### config.mk
export PLATFORM = sky130hd
export DESIGN_NAME = cs_line_gen
export DESIGN_NICKNAME = d
export VERILOG_FILES = /design/src/rtl/cs_gen_pkg.sv /design/src/rtl/cs_cfg_store.sv /design/src/rtl/cs_line_state.sv /design/src/rtl/cs_pin_map.sv /design/src/rtl/cs_line_gen.sv
export SDC_FILE = /design/constraint.sdc
export NUM_CORES = 1
export LEC_CHECK = 0
export ABC_AREA = 1
export BUFFER_PORTS_ARGS = -buffer_cell sky130_fd_sc_hd__buf_4
export CAP_MARGIN = 20
export CORE_UTILIZATION = 43
export CTS_CLUSTER_DIAMETER = 120
export DETAILED_ROUTE_END_ITERATION = 6
export GPL_TIMING_DRIVEN = 0
export PLACE_DENSITY = 0.85
export SLEW_MARGIN = 40
export SYNTH_ARGS = -nofsm -noshare
export SYNTH_HDL_FRONTEND = slang
export SYNTH_HIERARCHICAL = 1
export SYNTH_SLANG_ARGS = --single-unit
### constraint.sdc
create_clock -name clk -period 0.8 [get_ports clk]
set_input_delay 0.12 -clock clk [delete_from_list [all_inputs] [get_ports clk]]
set_output_delay 0.12 -clock clk [all_outputs]
set_load 0.1 [all_outputs]
### src/rtl/cs_gen_pkg.sv
// Shared constants and types for the chip-select line generator.
// Assumes a 16-bit register word: the upper byte carries per-line
// control bits and the lower byte carries the companion bits.
package cs_gen_pkg;

    localparam int WORD_W  = 16;
    localparam int HI_BASE = 8;
    localparam int MAX_CS  = 8;

    typedef enum logic {
        SEL_CFG   = 1'b0,
        SEL_FORCE = 1'b1
    } reg_sel_e;

endpackage

### src/rtl/cs_cfg_store.sv
// Configuration storage: one assignment bit and one invert bit per line.
// Assumes that the caller already holds the write strobe low for
// non-configuration writes. Bits beyond NUM_CS are never stored.
module cs_cfg_store #(
    parameter int NUM_CS = 6
) (
    input  logic              clk,
    input  logic              rst_n,
    input  logic              wr_i,
    input  logic [NUM_CS-1:0] asg_bits_i,
    input  logic [NUM_CS-1:0] inv_bits_i,
    output logic [NUM_CS-1:0] asg_o,
    output logic [NUM_CS-1:0] inv_o
);

    // Load both fields on a configuration write; clear them on reset.
    always_ff @(posedge clk) begin
        if (!rst_n) begin
            asg_o <= '0;
            inv_o <= '0;
        end else if (wr_i) begin
            asg_o <= asg_bits_i;
            inv_o <= inv_bits_i;
        end
    end

    // a configuration write is captured exactly.
    p_cfg_load_r2: assert property (@(posedge clk) disable iff (!rst_n)
        wr_i |=> (asg_o == $past(asg_bits_i)) && (inv_o == $past(inv_bits_i)));

    // without a write the configuration holds.
    p_cfg_hold_r2: assert property (@(posedge clk) disable iff (!rst_n)
        !wr_i |=> $stable(asg_o) && $stable(inv_o));

endmodule

### src/rtl/cs_line_state.sv
// Per-line logical state (1 = inactive, 0 = active), changed by force
// writes that carry separate set and clear groups. Assumes that the
// write strobe is asserted only for force-word writes.
module cs_line_state #(
    parameter int NUM_CS = 6
) (
    input  logic              clk,
    input  logic              rst_n,
    input  logic              wr_i,
    input  logic [NUM_CS-1:0] set_i,
    input  logic [NUM_CS-1:0] clr_i,
    output logic [NUM_CS-1:0] state_o
);

    localparam logic [NUM_CS-1:0] ALL_IDLE = '1;

    for (genvar n = 0; n < NUM_CS; n++) begin : g_line
        logic go_idle;
        logic go_act;

        // Decode this line's request; a conflicting or empty pair is no request.
        always_comb begin
            go_idle = wr_i &&  set_i[n] && !clr_i[n];
            go_act  = wr_i && !set_i[n] &&  clr_i[n];
        end

        // Update the line's logical state; reset parks it inactive.
        always_ff @(posedge clk) begin
            if (!rst_n)       state_o[n] <= 1'b1;
            else if (go_idle) state_o[n] <= 1'b1;
            else if (go_act)  state_o[n] <= 1'b0;
        end

        // a lone set bit drives the line inactive.
        p_set_line_r3: assert property (@(posedge clk) disable iff (!rst_n)
            (wr_i && set_i[n] && !clr_i[n]) |=> state_o[n]);

        // a lone clear bit drives the line active.
        p_clr_line_r4: assert property (@(posedge clk) disable iff (!rst_n)
            (wr_i && clr_i[n] && !set_i[n]) |=> !state_o[n]);

        // zero bits leave the line alone.
        p_zero_hold_r5: assert property (@(posedge clk) disable iff (!rst_n)
            (wr_i && !set_i[n] && !clr_i[n]) |=> $stable(state_o[n]));

        // both bits together leave the line alone.
        p_both_hold_r6: assert property (@(posedge clk) disable iff (!rst_n)
            (wr_i && set_i[n] && clr_i[n]) |=> $stable(state_o[n]));
    end

    // a full set group with an empty clear group idles every line.
    p_all_idle_r10: assert property (@(posedge clk) disable iff (!rst_n)
        (wr_i && (set_i == ALL_IDLE) && (clr_i == '0)) |=> (state_o == ALL_IDLE));

endmodule

### src/rtl/cs_pin_map.sv
// Pin mapping: selects between a line's logical state and the idle level
// and then applies the per-line inversion. It also forms the zero-extended
// status word. Purely combinational.
module cs_pin_map #(
    parameter int NUM_CS = 6,
    parameter int WORD_W = 16
) (
    input  logic [NUM_CS-1:0] asg_i,
    input  logic [NUM_CS-1:0] inv_i,
    input  logic [NUM_CS-1:0] state_i,
    output logic [NUM_CS-1:0] pin_o,
    output logic [WORD_W-1:0] status_o
);

    localparam int PAD_W = WORD_W - NUM_CS;

    for (genvar n = 0; n < NUM_CS; n++) begin : g_pin
        logic lvl;
        // An unassigned line sits at its logical idle level before inversion.
        always_comb begin
            lvl      = asg_i[n] ? state_i[n] : 1'b1;
            pin_o[n] = lvl ^ inv_i[n];
        end
    end

    // Report the pin levels with the unused upper bits tied to zero.
    always_comb status_o = {{PAD_W{1'b0}}, pin_o};

endmodule

### src/rtl/cs_line_gen.sv
// Chip-select line generator (top level). It routes register writes to
// the configuration store and the line-state block and drives the pins
// through the pin map. Assumes NUM_CS lies in 1..8, so that the upper-byte
// fields fit the 16-bit word. Reset is synchronous and active low.
module cs_line_gen
    import cs_gen_pkg::*;
#(
    parameter int NUM_CS = 6
) (
    input  logic              clk,
    input  logic              rst_n,
    input  logic              wr_en_i,
    input  logic              wr_sel_i,
    input  logic [15:0]       wr_data_i,
    output logic [NUM_CS-1:0] cs_pin_o,
    output logic [15:0]       stat_word_o
);

    reg_sel_e          sel;
    logic              wr_cfg;
    logic              wr_force;
    logic [NUM_CS-1:0] hi_field;
    logic [NUM_CS-1:0] lo_field;
    logic [NUM_CS-1:0] asg;
    logic [NUM_CS-1:0] inv;
    logic [NUM_CS-1:0] state;

    // Decode the target word and split the data into its two line fields.
    always_comb begin
        sel      = reg_sel_e'(wr_sel_i);
        wr_cfg   = wr_en_i && (sel == SEL_CFG);
        wr_force = wr_en_i && (sel == SEL_FORCE);
        hi_field = wr_data_i[HI_BASE +: NUM_CS];
        lo_field = wr_data_i[0 +: NUM_CS];
    end

    cs_cfg_store #(.NUM_CS(NUM_CS)) cfg_i (
        .clk        (clk),
        .rst_n      (rst_n),
        .wr_i       (wr_cfg),
        .asg_bits_i (hi_field),
        .inv_bits_i (lo_field),
        .asg_o      (asg),
        .inv_o      (inv)
    );

    cs_line_state #(.NUM_CS(NUM_CS)) state_i (
        .clk     (clk),
        .rst_n   (rst_n),
        .wr_i    (wr_force),
        .set_i   (hi_field),
        .clr_i   (lo_field),
        .state_o (state)
    );

    cs_pin_map #(.NUM_CS(NUM_CS), .WORD_W(WORD_W)) map_i (
        .asg_i    (asg),
        .inv_i    (inv),
        .state_i  (state),
        .pin_o    (cs_pin_o),
        .status_o (stat_word_o)
    );

    // one cycle of reset leaves every pin high.
    p_reset_idle_r1: assert property (@(posedge clk)
        !rst_n |=> (cs_pin_o == '1));

    for (genvar n = 0; n < NUM_CS; n++) begin : g_chk
        // an unassigned line shows only its inverted idle level.
        p_unassigned_r8: assert property (@(posedge clk) disable iff (!rst_n)
            (wr_en_i && !wr_sel_i && !wr_data_i[HI_BASE+n])
                |=> (cs_pin_o[n] == !$past(wr_data_i[n])));

        // a force clear on an assigned line makes its pin equal the invert bit.
        p_active_level_r7: assert property (@(posedge clk) disable iff (!rst_n)
            (wr_en_i && wr_sel_i && wr_data_i[n] && !wr_data_i[HI_BASE+n] && asg[n])
                |=> (cs_pin_o[n] == $past(inv[n])));
    end

endmodule

==> flow_summary_export.csv <==
group,metric,value,unit
hold_path,hp-class,"in2reg",
setup_path,startpoint_type,"flip-flop",
die,die_width,52.1,um
yosys,ys_ff_latch,18,
die,placeableCoreArea,2280,sq um
clocking,clk_path_buf_depth,2,
setup_path,path_class,"reg2out",
finish,area_growth,72.0,%
clocking,clock-root-buffer,"clkbuf_4",
route,wl_met2,1370,um
place,dp_hpwl,1760,um
sta,period_minus_slack,1310,ps
setup_path,end_kind,"output pin",
clocking,numClockSinks,18,
route,first_iter_violations,12,
route,drt-total-wl,2530,um
global_route,antenna_found_initial,0,
die,ios,42,
sta,final_max_slew_viol_count,0,
global_route,grt_overflow,0,
yosys,synth_warnings,6,
yosys,synth_cell_types,10,
finish,diodes,0,
finish,layout-drive-gt1-share,45.3,%
global_route,grt_start_max_net_pins,11,
yosys,syn-cell-area,1080,sq um
sta,final_hold_viol_count,0,
place,port_buffers,27,
global_route,grt_pass1_wl,4040,um
yosys,syn_avg_cell_area,5.92,sq um
power,p_leak,0.972,nW
finish,fillers,153,
die,die_area,2710,sq um
route,wl_met1,998,um
clocking,clk_latency,290,ps
die,start_util,47.3,%
global_route,grt_util_all_layers,19.8,%
route,met3_length,114,um
status,violations,"setup timing",
power,power,2.83,mW
route,drc_errors,0,
place,place_ws,-271,ps
sta,fmax,765,MHz
setup_path,required,680,ps
setup_path,arrival,1190,ps
finish,nNetsFinal,244,
clocking,cts_tree,"done",
die,rows,17,
power,power_density,1530,nW/um^2
route,antenna_left,0,
status,status,"complete, but fails checks",
sta,finalCritPeriodShare,163,%
yosys,synthCells,182,
sta,grt_setup_unrepaired,"yes",
power,ir_worst_vdd,1.18,mV
yosys,yosysSeqAreaShare,33.4,%
place,routabilityCongestion,0.748,
route,post_drt_wl_per_cell,10.1,um
sta,fin_skew,0,ps
route,first_pass_iters,4,
job,maxCapViolCount,0,
setup_path,cp-startpoint,"state_i/state_o[5]$_SDFFE_PP1P_",
setup_path,reg2reg_from,"state_i/state_o[2]$_SDFFE_PP1P_",
clocking,cts_buffers,3,
global_route,grt_pass1_vias,1089,
sta,setup_ws,-507,ps
clocking,clkTransAtPathRegs,110,ps
clocking,cts_max_level,1,
hold_path,hold_start,"rst_n",
sta,setup_viol,12,
setup_path,path_max_fanout,2,
die,die_h,52.1,um
route,num_vias,1111,
route,viasPerCell,4.43,
route,highest_layer,"met4",
-- report_power, final --
group / total, mW / switching, mW / internal [mW]
Combinational: 1.26 / 0.808 / 0.455
Clock: 0.561 / 0.284 / 0.277
Sequential: 1.01 / 0.0556 / 0.955
Total: 2.83 / 1.15 / 1.69
-- layer usage --
metal  up-vias  track usage (%)
met5         -                0
met4         0             8.56
met3         8             3.80
met2        34             39.1
met1       485             19.3
li1        584                -
-- synthesized netlist by cell type, drive strengths merged --
cell   number  area share, %
buf        20             15
conb        1           0.35
dfxtp      18             33
inv        33             11
nand2      61             21
nand3      12            5.6
nor2       37             13
-- cell families (layout without fill, tap and decap cells) --
| kind of cell | after synthesis | after routing | share of synthesized area [%] |
|---|---|---|---|
| other cells | 1 | 10 | 0.348 |
| buf+inv | 53 | 85 | 26.2 |
| flops | 18 | 18 | 33.4 |
| simple gates | 110 | 110 | 40.0 |
-- per-stage QoR --
stage	TNS (ps)	instance area [sq um]	hold WS (ps)	instances	utilization (%)
2_1_floorplan	-1170	1340	240	191	-
3_3_place_gp	-4050	1570	363	246	69.2
3_5_place_dp	-4530	1570	370	246	69.2
4_1_cts	-5420	1820	58.9	251	79.9
5_1_grt	-5910	1850	68.4	251	81.4
6_report	-5320	1850	69.1	251	81.4
-- cell type report --
cell class	instances	area (sq um)	share of cell area, %
Buffer	20	234	12.6
Clock buffer	4	36.3	1.96
Inverter	33	124	6.68
Multi-Input combinational cell	120	678	36.6
Sequential cell	18	385	20.8
Tap cell	28	35.0	1.89
Timing Repair Buffer	28	360	19.4
-- path summary, 6_finish.rpt --
check | slack (ps) | cells past startpoint | to
setup / recovery | -510 | 6 | stat_word_o[5]
hold / removal | 70 | 3 | cfg_i/asg_o[3]$_SDFFE_PN0P_
setup reg to reg | 150 | 3 | state_i/state_o[2]$_SDFFE_PP1P_
hold reg to reg | 460 | 2 | state_i/state_o[1]$_SDFFE_PP1P_
-- flip-flops by register name, indices dropped and copies added, names as in the netlist --
name             flops
cfg_i/inv_o          6
state_i/state_o      6
cfg_i/asg_o          6
-- repair_timing --
item,CTS,global route
endpoints found under the hold margin,0,0
buffers inserted,1,0
hold buffers,0,0
resized for setup,58,6
setup endpoints to repair,12,12
pin swaps,10,0
-- layout by cell type, fill, tap and decap left out, types with 10 or more instances in the layout --
cell / synthesis / final
nand2_1: 61 / 43
buf_12: 0 / 18
dfxtp_2: 0 / 17
conb_1: 1 / 10
nor2_1: 36 / 36
inv_1: 33 / 27
buf_4: 16 / 26
-- worst max-delay path, stage by stage, from the launching register on --
cell     delay, ps
dfxtp_2        340
inv_2           80
nand2_2         70
nand2_4         80
nand2_8         60
buf_12         120
buf_12         150
Power figures use the tool's default switching activity.
